**src/rtl/pna_pkg.sv**
```systemverilog
package pna_pkg;
    localparam int FLIT_W        = 8;
    localparam int PORT_W        = 2;
    localparam int TYPE_W        = 2;
    localparam int ILEN_W        = 4;
    localparam int MAX_PAY_FLITS = 7;
    localparam int MAX_FLITS     = MAX_PAY_FLITS + 2;
    localparam int PAY_W         = MAX_PAY_FLITS * FLIT_W;
    localparam int CNT_W         = $clog2(MAX_FLITS + 1);
    localparam logic [FLIT_W-1:0] TAIL_FLIT = 8'hFF;

    typedef enum logic [TYPE_W-1:0] {
        TY_COEF = 2'b00,
        TY_ORIG = 2'b01,
        TY_CMP  = 2'b10,
        TY_RES  = 2'b11
    } ptype_e;

    typedef struct packed {
        logic [CNT_W-1:0]                  nflits;
        logic [MAX_FLITS-1:0][FLIT_W-1:0]  flits;
    } packet_t;

    function automatic logic [CNT_W-1:0] payload_flits(ptype_e t);
        case (t)
            TY_COEF: return CNT_W'(7);
            TY_ORIG: return CNT_W'(6);
            TY_CMP:  return CNT_W'(6);
            default: return CNT_W'(1);
        endcase
    endfunction
endpackage

```
**src/rtl/pna_type_decode.sv**
```systemverilog
module pna_type_decode
    import pna_pkg::*;
(
    input  ptype_e           ty,
    output logic [CNT_W-1:0] pay_flits,
    output logic [CNT_W-1:0] total_flits
);
    always_comb begin
        pay_flits   = payload_flits(ty);
        total_flits = pay_flits + CNT_W'(2);
    end
endmodule

```
**src/rtl/pna_framer.sv**
```systemverilog
module pna_framer
    import pna_pkg::*;
(
    input  logic [PAY_W-1:0]  data,
    input  ptype_e            ty,
    input  logic [PORT_W-1:0] port,
    input  logic [ILEN_W-1:0] ilen,
    input  logic [CNT_W-1:0]  pay_flits,
    input  logic [CNT_W-1:0]  total_flits,
    output packet_t           pkt
);
    always_comb begin
        pkt          = '0;
        pkt.nflits   = total_flits;
        pkt.flits[0] = {port, ty, ilen};
        for (int i = 0; i < MAX_PAY_FLITS; i++) begin
            if (CNT_W'(i) < pay_flits)
                pkt.flits[i+1] = data[i*FLIT_W +: FLIT_W];
        end
        for (int i = 1; i < MAX_FLITS; i++) begin
            if (CNT_W'(i) == pay_flits + CNT_W'(1))
                pkt.flits[i] = TAIL_FLIT;
        end
    end
endmodule

```
**src/rtl/pna_fifo.sv**
```systemverilog
module pna_fifo #(
    parameter int  DEPTH = 4,
    parameter type T     = logic [7:0]
) (
    input  logic clk,
    input  logic rst,
    input  logic push,
    input  T     wdata,
    input  logic pop,
    output T     rdata,
    output logic full,
    output logic empty
);
    localparam int AW = (DEPTH > 1) ? $clog2(DEPTH) : 1;
    localparam int CW = $clog2(DEPTH + 1);

    T                mem [DEPTH];
    logic [AW-1:0]   wr_ptr, rd_ptr;
    logic [CW-1:0]   cnt;

    assign full  = (cnt == CW'(DEPTH));
    assign empty = (cnt == '0);
    assign rdata = mem[rd_ptr];

    function automatic logic [AW-1:0] nxt(logic [AW-1:0] p);
        return (p == AW'(DEPTH - 1)) ? '0 : p + AW'(1);
    endfunction

    always_ff @(posedge clk) begin
        if (push) mem[wr_ptr] <= wdata;
    end

    always_ff @(posedge clk) begin
        if (rst) begin
            wr_ptr <= '0;
            rd_ptr <= '0;
            cnt    <= '0;
        end else begin
            if (push) wr_ptr <= nxt(wr_ptr);
            if (pop)  rd_ptr <= nxt(rd_ptr);
            case ({push, pop})
                2'b10:   cnt <= cnt + CW'(1);
                2'b01:   cnt <= cnt - CW'(1);
                default: cnt <= cnt;
            endcase
        end
    end

    AST_NO_OVERFLOW:  assert property (@(posedge clk) disable iff (rst) push |-> !full);
    AST_NO_UNDERFLOW: assert property (@(posedge clk) disable iff (rst) pop |-> !empty);
    AST_COUNT_BOUND:  assert property (@(posedge clk) disable iff (rst) cnt <= CW'(DEPTH));
endmodule

```
**src/rtl/pna_serializer.sv**
```systemverilog
module pna_serializer
    import pna_pkg::*;
(
    input  logic              clk,
    input  logic              rst,
    input  packet_t           head,
    input  logic              head_valid,
    output logic              pop,
    output logic              flit_valid,
    input  logic              flit_ready,
    output logic [FLIT_W-1:0] flit_data,
    output logic              flit_last
);
    logic [CNT_W-1:0] idx;
    logic             fire;

    assign flit_valid = head_valid;
    assign flit_data  = head.flits[idx];
    assign flit_last  = head_valid && (idx == head.nflits - CNT_W'(1));
    assign fire       = flit_valid && flit_ready;
    assign pop        = fire && flit_last;

    always_ff @(posedge clk) begin
        if (rst)       idx <= '0;
        else if (pop)  idx <= '0;
        else if (fire) idx <= idx + CNT_W'(1);
    end

    AST_HOLD_FLIT:   assert property (@(posedge clk) disable iff (rst)
                         flit_valid && !flit_ready |=> flit_valid && $stable(flit_data));
    AST_TAIL_ON_LAST: assert property (@(posedge clk) disable iff (rst)
                         flit_last |-> flit_data == TAIL_FLIT);
    AST_IDX_RESTART: assert property (@(posedge clk) disable iff (rst)
                         pop |=> idx == '0);
endmodule

```
**src/rtl/flit_packetizer.sv**
```systemverilog
module flit_packetizer
    import pna_pkg::*;
#(
    parameter int DEPTH = 4
) (
    input  logic              clk,
    input  logic              rst,
    input  logic              in_valid,
    output logic              in_ready,
    input  logic [PAY_W-1:0]  in_data,
    input  logic [TYPE_W-1:0] in_type,
    input  logic [PORT_W-1:0] in_port,
    input  logic [ILEN_W-1:0] in_ilen,
    output logic              flit_valid,
    input  logic              flit_ready,
    output logic [FLIT_W-1:0] flit_data,
    output logic              flit_last
);
    logic [CNT_W-1:0] pay_flits, total_flits;
    packet_t          new_pkt, head_pkt;
    logic             full, empty, push, pop;
    ptype_e           ty;

    assign ty       = ptype_e'(in_type);
    assign in_ready = !full;
    assign push     = in_valid && in_ready;

    pna_type_decode u_dec (
        .ty(ty), .pay_flits(pay_flits), .total_flits(total_flits)
    );

    pna_framer u_frm (
        .data(in_data), .ty(ty), .port(in_port), .ilen(in_ilen),
        .pay_flits(pay_flits), .total_flits(total_flits), .pkt(new_pkt)
    );

    pna_fifo #(.DEPTH(DEPTH), .T(packet_t)) u_fifo (
        .clk(clk), .rst(rst), .push(push), .wdata(new_pkt),
        .pop(pop), .rdata(head_pkt), .full(full), .empty(empty)
    );

    pna_serializer u_ser (
        .clk(clk), .rst(rst), .head(head_pkt), .head_valid(!empty),
        .pop(pop), .flit_valid(flit_valid), .flit_ready(flit_ready),
        .flit_data(flit_data), .flit_last(flit_last)
    );

    AST_DROP_WHEN_FULL: assert property (@(posedge clk) disable iff (rst)
                            !in_ready && !flit_ready |=> !in_ready);
endmodule

```
**config.mk**
```make
export PLATFORM = sky130hd
export DESIGN_NAME = flit_packetizer
export DESIGN_NICKNAME = d
export VERILOG_FILES = /design/src/rtl/pna_pkg.sv /design/src/rtl/pna_type_decode.sv /design/src/rtl/pna_framer.sv /design/src/rtl/pna_fifo.sv /design/src/rtl/pna_serializer.sv /design/src/rtl/flit_packetizer.sv
export SDC_FILE = /design/constraint.sdc
export NUM_CORES = 1
export LEC_CHECK = 0
export ABC_AREA = 1
export BUFFER_PORTS_ARGS = -buffer_cell sky130_fd_sc_hd__clkbuf_2
export CAP_MARGIN = 20
export CELL_PAD_IN_SITES_DETAIL_PLACEMENT = 1
export CELL_PAD_IN_SITES_GLOBAL_PLACEMENT = 1
export CORE_MARGIN = 1.5
export CORE_UTILIZATION = 30
export DETAILED_ROUTE_END_ITERATION = 8
export GPL_TIMING_DRIVEN = 0
export PLACE_DENSITY = 0.66
export SETUP_SLACK_MARGIN = 0.4
export SLEW_MARGIN = 10
export SYNTH_ARGS = -nofsm -noshare
export SYNTH_HDL_FRONTEND = slang
export SYNTH_HIERARCHICAL = 1
export SYNTH_SLANG_ARGS = --single-unit
```
**constraint.sdc**
```tcl
create_clock -name clk -period 2.9 [get_ports clk]
set_clock_uncertainty 0.2 [all_clocks]
set_input_delay 0.58 -clock clk [delete_from_list [all_inputs] [get_ports clk]]
set_output_delay 0.58 -clock clk [all_outputs]
set_load 0.01 [all_outputs]
```
==> flow_summary.toml, run 1 <==
[worst_setup_path]
critPathSlowestCell = "dfxtp_4"
critPathMaxStageDelay_ps = 360
biggest_fanout_along_the_worst_timing_path = 7
required_ps = 2120
critical_path_class = "flop to primary output"
crit_path_cell_trace = "buf_12, inv_8, buf_16, buf_8, nor2_1, o22ai_2, nor2_1, o211ai_1, nand3_1, nand2_2, buf_6"
critical_path_arrival_ps = 2590
critPathLaunchType = "flop"
path_common_cell = "nor2_1"
endpoint_kind = "primary output"
setup.reg_to_reg.worst_slack_ps = -270

[clock_tree]
path_clk_slew_ps = 60
clock-sinks = 317
clock_path_buffers = 3
h-tree-depth = 2
cts-buffers-inserted = 36
tritoncts = "built"
root_buffer = "clkbuf_16"
clock_insertion_delay_worst_skew_ps = 510

[drt]
drc = 0
post_drt_wl_per_cell_um = 21.5
drtAntennaViolNets = 0
drtIter0Drc = 715
route.final.wire_length_um = 41600
avgViaCountPerCell = 4.95
num_vias = 9593
drt_pass1_iterations = 5

[finish]
num-nets-final = 1390
layout.cells.most_common_list = "304 x edfxtp_1, 185 x nor2_1, 140 x o21ai_0"
fillCellCount = 4819
antenna_cells = 0
final_layout_size_suffix_gt1_share_pct = 28.9
fin_util_pct = 38.2
commonest_non_fill_non_tap_cell_in_the_layout = "edfxtp_1"
areaGrowthSynthToFinish_pct = 25.9

[floorplan]
standard_cell_core_area_um2 = 45200
fp.dieH_um = 217
initial_core_util_pct = 30.3
ios = 79
die_area_um2 = 46900
die_w_um = 217
placement_rows = 78

[timing]
final.setup.worst_slack_ps = -473
finalCritPeriodShare_pct = 116
grt_setup_unrepaired = "true"
final_hold_violations = 0
slew_viol_final = 0
final_count_of_negative_setup_slack_endpoints = 11
max_transition_margin_pct = 54.8
fmax_ghz = 0.296
tightest_slew_ps = 674
timing.final.crit_period_ps = 3370

[global_route]
grt_overflow_total = 0
grt_max_degree = 32
antenna_found_initial = 0
grt_first_pass_wirelength_um = 60800
global_route.usage.total_pct = 17.3
first_global_vias = 9773

[job]
drv_cap = 0

[synth]
synth.cell_area_um2 = 13700
yosys_warnings = 6
synthesized_netlist_cell_count = 1161
synth-main-ff-cell = "edfxtp_1"
synth_seq_cells = 317
syn_area_per_cell_um2 = 11.8
yosysSeqAreaShare_pct = 68.6
synth-async-reset-ratio_pct = 0
synthDominantAreaCellType = "edfxtp_1"
yosys.cell_types.count = 37
synth_top_cell_area_share_pct = 66.7
synth_area_leaders = "edfxtp_1 67%, o21ai_0 6.4%, nor2_1 5.6%, nand2_1 4.0%, o22ai_1 3.2%"
synth-edff-count = 304

[power_and_ir_drop]
total_leakage_power_nw = 6.43
ir_worst_vdd_mv = 0.322
power_per_cell_area_nw_per_um2 = 631

[status]
violations = "negative setup slack"
outcome = "complete, but fails checks"

[placed_design]
setup_ws_pre_cts_ps = -777
io_buffers = 72
detailed_place_hpwl_um = 26900
gpl.final_weighted_congestion = 0.793

[min_path]
worstHoldPathType = "primary input to flop"
==> per-stage QoR <==
stage | hold WS, ps | instances | total power, mW | setup TNS, ps | area, µm²
6_report | 70.9 | 1938 | 10.9 | -4260 | 17200
5_1_grt | 59.4 | 1938 | 11.2 | -5360 | 17200
4_1_cts | 61.4 | 1925 | 10.9 | -4720 | 16900
3_5_place_dp | 338 | 1844 | 6.40 | -5270 | 15000
3_3_place_gp | 321 | 1834 | 6.36 | -276000 | 14800
2_1_floorplan | 290 | 1162 | 5.97 | -18.3 | 13700
==> metal layers <==
layer	up-vias	GRT usage [%]	part of all wire [%]
met1	4869	23.1	44
met3	54	2.71	5.1
met4	0	5.46	2.4
met2	250	28.7	48
li1	4420	-	-
met5	-	0	0
==> report_power, final <==
| group | switching (mW) | total [mW] | leakage [nW] | internal (mW) |
|---|---|---|---|---|
| combinational | 0.728 | 1.11 | 2.94 | 0.384 |
| clock | 1.77 | 4.43 | 0.571 | 2.66 |
| sequential | 0.0555 | 5.34 | 2.91 | 5.29 |
| total | 2.55 | 10.9 | 6.43 | 8.33 |
==> sequential cells by signal, indices dropped and copies added (netlist names), named ones only <==
register	flops
u_fifo/cnt	3
u_fifo/mem	304
u_fifo/rd_ptr	2
u_fifo/wr_ptr	2
u_ser/idx	4
==> cell usage after synthesis (2+ instances only) <==
library cell    n
o211ai_2        3
nand3_1        27
nor2_2         18
nor3_1          5
inv_2           7
o21ai_0       176
xor2_1          3
ha_1           10
clkbuf_1       13
clkbuf_2        8
a21oi_1         5
nor2_1        205
o22ai_2         5
nand2_1       146
inv_1          42
nand4_1         2
edfxtp_1      304
buf_6           8
buf_4          37
o21ai_1        13
buf_2          11
o211ai_1        8
dfxtp_1        13
o22ai_1        71
buf_8           8
buf_12          2
==> repair_timing <==
action                     in CTS  in global routing
cloned                          5                  4
pin swaps                      51                 43
hold buffers                    0                  0
setup endpoints to repair      20                174
resized for setup             120                105
buffers inserted               11                  9
==> critical path: cells and delay by family, from the launching register on <==
kind	cells	cell delay, ps
DFF	1	360
and+or+nand+nor	4	490
buffers and inverters	5	630
AOI/OAI and AO/OA	2	580
==> area by class of cell <==
| class | count | area, µm² | share of cell area [%] |
|---|---|---|---|
| repair inverters | 3 | 26.3 | 0.152 |
| clock buffers | 47 | 985 | 5.71 |
| multi-input cells | 707 | 3880 | 22.5 |
| repair buffers | 108 | 947 | 5.49 |
| plain buffers | 88 | 866 | 5.02 |
| clock inverters | 18 | 170 | 0.987 |
| inverters | 50 | 224 | 1.30 |
| flip-flops and latches | 317 | 9400 | 54.5 |
| well taps | 600 | 751 | 4.35 |
==> path summary, 6_finish.rpt <==
kind                     from                to  cells after the start
min                in_ilen[1]  u_fifo/mem[3][1]                      1
max reg2reg              flop     u_fifo/cnt[2]                     24
min reg2reg  u_fifo/wr_ptr[1]  u_fifo/wr_ptr[1]                      2
max                      flop      flit_data[6]                     11
==> cell families after synthesis <==
logic type / synth area share [%]
AO/OA/AOI/OAI: 11.6
XOR/XNOR: 0.256
adder cells (fa/ha/maj): 1.06
buffers and inverters: 6.39
flip-flops: 68.6
other: 0.0274
AND/OR/NAND/NOR: 12.1
(Power assumes the default switching activity.)
==> run 2, diff against run 1 <==
Settings changed: SKIP_LAST_GASP set to 1.
==> run 2 against run 1 <==
  * The flow still finishes with violations (negative setup slack)
  * Power grew 0.23%
  * Maximum frequency shrank 0.23%
  * Via count grew 0.58%
  * Flip-flop and latch count is the same
  * Sequential power is essentially flat
  * Non-clock buffer count rose by 6
  * Global-route usage hardly changed
  * Die area did not move
  * First-iteration DRC count grew 2.0%
  * Count of clock-buffer cells in the layout unchanged
  * Largest power group unchanged
  * Highest routed layer unchanged
==> flow_summary.toml, run 2 (synthesis results as in run 1) <==
[status]
outcome = "complete, but fails checks"
violations = "negative setup slack"

[clock_tree]
clock_path_buffers = 3
cts-buffers-inserted = 36
path_clk_slew_ps = 60
post_cts_hold_buffer_count = 0
root_buffer = "clkbuf_16"
clock-sinks = 317
tritoncts = "built"
h-tree-depth = 2
clock_insertion_delay_worst_skew_ps = 510

[floorplan]
die_area_um2 = 46900
placement_rows = 78
initial_core_util_pct = 30.3
fp.dieH_um = 217
standard_cell_core_area_um2 = 45200
ios = 79
die_w_um = 217

[global_route]
grt_first_pass_wirelength_um = 60900
first_global_vias = 9760
globalRouteMet3Util_pct = 2.71
global_route.usage.total_pct = 17.3
antenna_found_initial = 0
use_met1_pct = 23.3
grt-busiest-layer = "met2"
met2_usage_pct = 28.7
grt_max_degree = 32
grt_overflow_total = 0

[timing]
fmax_ghz = 0.296
grt_setup_unrepaired = "true"
final_count_of_negative_setup_slack_endpoints = 11
max_transition_margin_pct = 43.8
timing.final.crit_period_ps = 3380
final_hold_violations = 0
final.setup.worst_slack_ps = -481
finalCritPeriodShare_pct = 117
tightest_slew_ps = 838
fin_hold_ws_ps = 70.7
slew_viol_final = 0

[worst_setup_path]
critical_path.n_buffers_inverters = 5
critical_path_arrival_ps = 2600
biggest_fanout_along_the_worst_timing_path = 7
critPathMaxStageDelay_ps = 380
required_ps = 2120
critPathSlowestCell = "dfxtp_4"
crit_path_cell_trace = "buf_12, inv_16, buf_12, bufbuf_16, nor2_4, o22ai_1, o21ai_1, o211ai_1, nand3_1, nand2_1, buf_2"
critical_path_class = "flop to primary output"
largest_delay_share_family_worst_path = "buffers and inverters"
critPathLaunchType = "flop"
endpoint_kind = "primary output"
path_common_cell = "buf_12"

[drt]
drtAntennaViolNets = 0
route.final.wire_length_um = 41800
num_vias = 9649
post_drt_wl_per_cell_um = 21.5
drt_pass1_iterations = 5
avgViaCountPerCell = 4.96
drc = 0
drtIter0Drc = 729

[min_path]
worstHoldPathType = "primary input to flop"

[finish]
largest_register_ffs = 304
num-nets-final = 1396
commonest_non_fill_non_tap_cell_in_the_layout = "edfxtp_1"
top_regs = "u_fifo/mem (304), u_ser/idx (4), u_fifo/cnt (3)"
layout.cells.most_common_list = "304 x edfxtp_1, 182 x nor2_1, 136 x o21ai_0, 136 x nand2_1, 70 x clkbuf_2"
areaGrowthSynthToFinish_pct = 27.1
final_layout_size_suffix_gt1_share_pct = 29.8
top_register = "u_fifo/mem"
antenna_cells = 0

[power_and_ir_drop]
power_per_cell_area_nw_per_um2 = 627
ir_worst_vdd_mv = 0.314
total_leakage_power_nw = 6.48

[job]
drv_cap = 0

[placed_design]
gpl.final_weighted_congestion = 0.793
io_buffers = 72
detailed_place_hpwl_um = 26900
setup_ws_pre_cts_ps = -777
==> run 2: changes by cell type in the layout (fill, tap and decap cells not counted), sizes merged <==
cell,delta
clkbuf,-2
buf,+8
==> run 2: path summary, 6_finish.rpt <==
kind,slack (ps),cells past startpoint,to,startpoint
setup / recovery,-480,11,flit_data[2],flop
hold reg to reg,340,2,flop,u_fifo/rd_ptr[1]
setup reg to reg,-310,24,u_fifo/cnt[2],flop
hold / removal,70,1,u_fifo/mem[2][3],in_ilen[3]
==> run 2: worst reg2reg max path: stages, from the launching register on <==
cell	delay (ps)
dfxtp_4	360
buf_12	170
inv_16	90
buf_12	130
buf_12	140
nor2_4	40
o22ai_2	150
inv_1	100
ha_4	290
nor2_2	40
nor2_2	100
nand2_1	70
nor2_2	100
buf_4	130
nand3_4	80
inv_4	90
ha_4	140
inv_4	30
fa_2	350
inv_1	60
nand2_1	80
nand3_2	60
nand2_1	50
inv_1	40
nor2_1	30
==> run 2: layout make-up <==
cell class	instances	area, µm²
Buffer	88	887
Clock buffer	47	985
Clock inverter	18	170
Fill cell	4808	27800
Inverter	50	224
Multi-Input combinational cell	707	3930
Sequential cell	317	9400
Tap cell	600	751
Timing Repair Buffer	114	1030
Timing Repair inverter	3	21.3
==> run 2: layer usage <==
layer,up-vias,wire length [µm]
met5,-,0
met4,0,914
met3,52,2090
met2,280,20400
met1,4881,18400
li1,4436,-
==> run 2: per-stage QoR <==
stage                     util [%]  power (mW)  TNS (ps)  instances  area [µm²]
after floorplan                  -        5.97     -18.3       1162       13700
after global placement        32.8        6.36   -276000       1834       14800
after detailed placement      33.3        6.40     -5270       1844       15000
after CTS                     37.3        10.9     -4920       1925       16800
after global routing          38.5        11.3     -5580       1944       17400
final                         38.5        10.9     -4330       1944       17400
==> run 2: timing repair <==
action	CTS	global route
resized for setup	112	143
setup endpoints to repair	20	174
cloned	5	5
pin swaps	46	62
setup buffers	11	14
==> run 2: report_power, final <==
| group | total (mW) | switching, mW | internal (mW) |
|---|---|---|---|
| clock network | 4.43 | 1.77 | 2.66 |
| logic | 1.13 | 0.737 | 0.396 |
| registers | 5.34 | 0.0564 | 5.29 |
==> run 3, diff against run 2 <==
Settings changed: CTS_BUF_LIST set to sky130_fd_sc_hd__clkbuf_8, REMOVE_ABC_BUFFERS set to 1.
==> run 3 against run 2 <==
  * The flow still finishes with violations (negative setup slack)
  * Global-route usage grew 0.45 points
  * Worst hold slack lost 34 ps
  * Flip-flop and latch count is the same
  * Routed wire length grew 1.1%
  * Non-clock buffer count shrank 69
  * Critical path depth shrank 1
  * Register-to-register slack is essentially flat
  * Critical endpoint is now flit_data[0]
  * Largest cell class unchanged
==> flow_summary.toml, run 3 (synthesis results as in run 1) <==
[floorplan]
ios = 79
standard_cell_core_area_um2 = 45200
initial_core_util_pct = 30.3
placement_rows = 78
die_area_um2 = 46900
fp.dieH_um = 217
die_w_um = 217

[drt]
route.final.wire_length_um = 42200
drc = 0
post_drt_wl_per_cell_um = 22.2
avgViaCountPerCell = 5.02
drtIter0Drc = 547
drt_pass1_iterations = 5
num_vias = 9570
drtAntennaViolNets = 0

[placed_design]
detailed_place_hpwl_um = 20800
io_buffers = 78
setup_ws_pre_cts_ps = -1130
gpl.final_weighted_congestion = 0.704

[power_and_ir_drop]
total_leakage_power_nw = 6.07
p_sw_mw = 2.46
share_of_power_burned_in_the_clock_network_pct = 34.8
cell_internal_pwr_mw = 7.24
p_comb_share_pct = 9.9
power_mw = 9.70
power_per_cell_area_nw_per_um2 = 592
power_switching_share_pct = 25.3
ir_worst_vdd_mv = 0.266
p_seq_share_pct = 55.3

[global_route]
first_global_vias = 9951
grt_overflow_total = 0
global_route.usage.total_pct = 17.7
grt_first_pass_wirelength_um = 61600
antenna_found_initial = 0
grt_max_degree = 77

[worst_setup_path]
critPathLaunchType = "flop"
critical_path_arrival_ps = 2620
biggest_fanout_along_the_worst_timing_path = 7
reg2regPathDepth = 21
termination_of_the_worst_setup_path = "flit_data[0]"
setup.reg_to_reg.worst_slack_ps = -310
endpoint_kind = "primary output"
required_ps = 2120
critical_path_class = "flop to primary output"
r2r_end = "u_fifo/cnt[2]"

[timing]
final_hold_violations = 0
setup_tns_ps = -4360
timing.final.crit_period_ps = 3400
slew_viol_final = 0
grt_setup_unrepaired = "true"
tightest_slew_ps = 844
max_transition_margin_pct = 43.7
final_count_of_negative_setup_slack_endpoints = 11
finalCritPeriodShare_pct = 117
fin_hold_ws_ps = 36.7
fmax_ghz = 0.294
final.setup.worst_slack_ps = -498

[clock_tree]
cts-buffers-inserted = 50
root_buffer = "clkbuf_8"
clock_path_buffers = 3
path_clk_slew_ps = 60
clock-sinks = 317
tritoncts = "built"
h-tree-depth = 2
clock_insertion_delay_worst_skew_ps = 580

[finish]
top_regs = "u_fifo/mem (304), u_ser/idx (4), u_fifo/cnt (3)"
areaGrowthSynthToFinish_pct = 19.6
fin_util_pct = 36.2
top_register = "u_fifo/mem"
final_layout_size_suffix_gt1_share_pct = 21.6
num-nets-final = 1343
commonest_non_fill_non_tap_cell_in_the_layout = "edfxtp_1"
largest_register_ffs = 304
antenna_cells = 0
layout.cells.most_common_list = "304 x edfxtp_1, 202 x nor2_1, 144 x o21ai_0"

[min_path]
worstHoldPathType = "primary input to flop"

[job]
drv_cap = 0

[status]
violations = "negative setup slack"
outcome = "complete, but fails checks"
run 3: area by class of cell:
class | count | area, µm²
Fill cell | 4894 | 28800
Sequential cell | 317 | 9400
Multi-Input combinational cell | 707 | 3580
Timing Repair Buffer | 133 | 1440
Tap cell | 600 | 751
Clock buffer | 51 | 702
Inverter | 50 | 231
Clock inverter | 42 | 175
Timing Repair inverter | 5 | 86.3
run 3: critical path: stages (launching register included):
cell      delay (ps)
dfxtp_4          430
buf_12           200
buf_12           120
buf_16           130
o21ai_0          100
o22ai_1          170
nor2_1            70
o211ai_1         420
nand3_1          150
nand2_2          120
buf_6            110
run 3: worst min-delay path by stage:
stage | startpoint | endpoint | slack, ps | cells after the start
2_1_floorplan | u_fifo/wr_ptr[1] | u_fifo/wr_ptr[1] | 290 | 2
6_report | in_ilen[1] | u_fifo/mem[2][1] | 40 | 1
5_1_grt | in_ilen[1] | u_fifo/mem[3][1] | 3 | 1
3_5_place_dp | u_fifo/rd_ptr[1] | flop | 350 | 2
4_1_cts | in_ilen[1] | u_fifo/mem[3][1] | 1 | 1
3_3_place_gp | u_fifo/rd_ptr[1] | u_fifo/rd_ptr[1] | 320 | 2
run 3: power by group through the flow:
| stage | registers, mW | clock network [mW] | logic, mW |
|---|---|---|---|
| after floorplan | 5.45 | 0 | 0.452 |
| after global placement | 5.50 | 0 | 0.751 |
| after detailed placement | 5.46 | 0 | 0.845 |
| after CTS | 5.36 | 3.46 | 0.930 |
| after global routing | 5.38 | 3.64 | 1.04 |
| final | 5.36 | 3.38 | 0.959 |
run 3: timing repair:
item	in CTS	in global routing
endpoints found under the setup margin	20	20
hold endpoints to repair	17	0
gates resized for setup	80	33
pin swaps	45	24
hold buffers	5	0
cloned	16	1
setup buffers	25	1
run 3: per-layer routing:
metal  vias to the layer above  track usage (%)  wire (µm)
met1                      4879             22.7      18200
met2                       274             29.8      20600
met4                         0             6.92       1290
met3                        73             3.07       2210
met5                         -                0          0
li1                       4344                -          -
run 3: per-stage QoR:
stage | instances | area (µm²)
finish | 1905 | 16400
global route | 1905 | 16400
CTS | 1903 | 16200
detailed placement | 1764 | 14500
global placement | 1752 | 14200
floorplan | 1074 | 13000
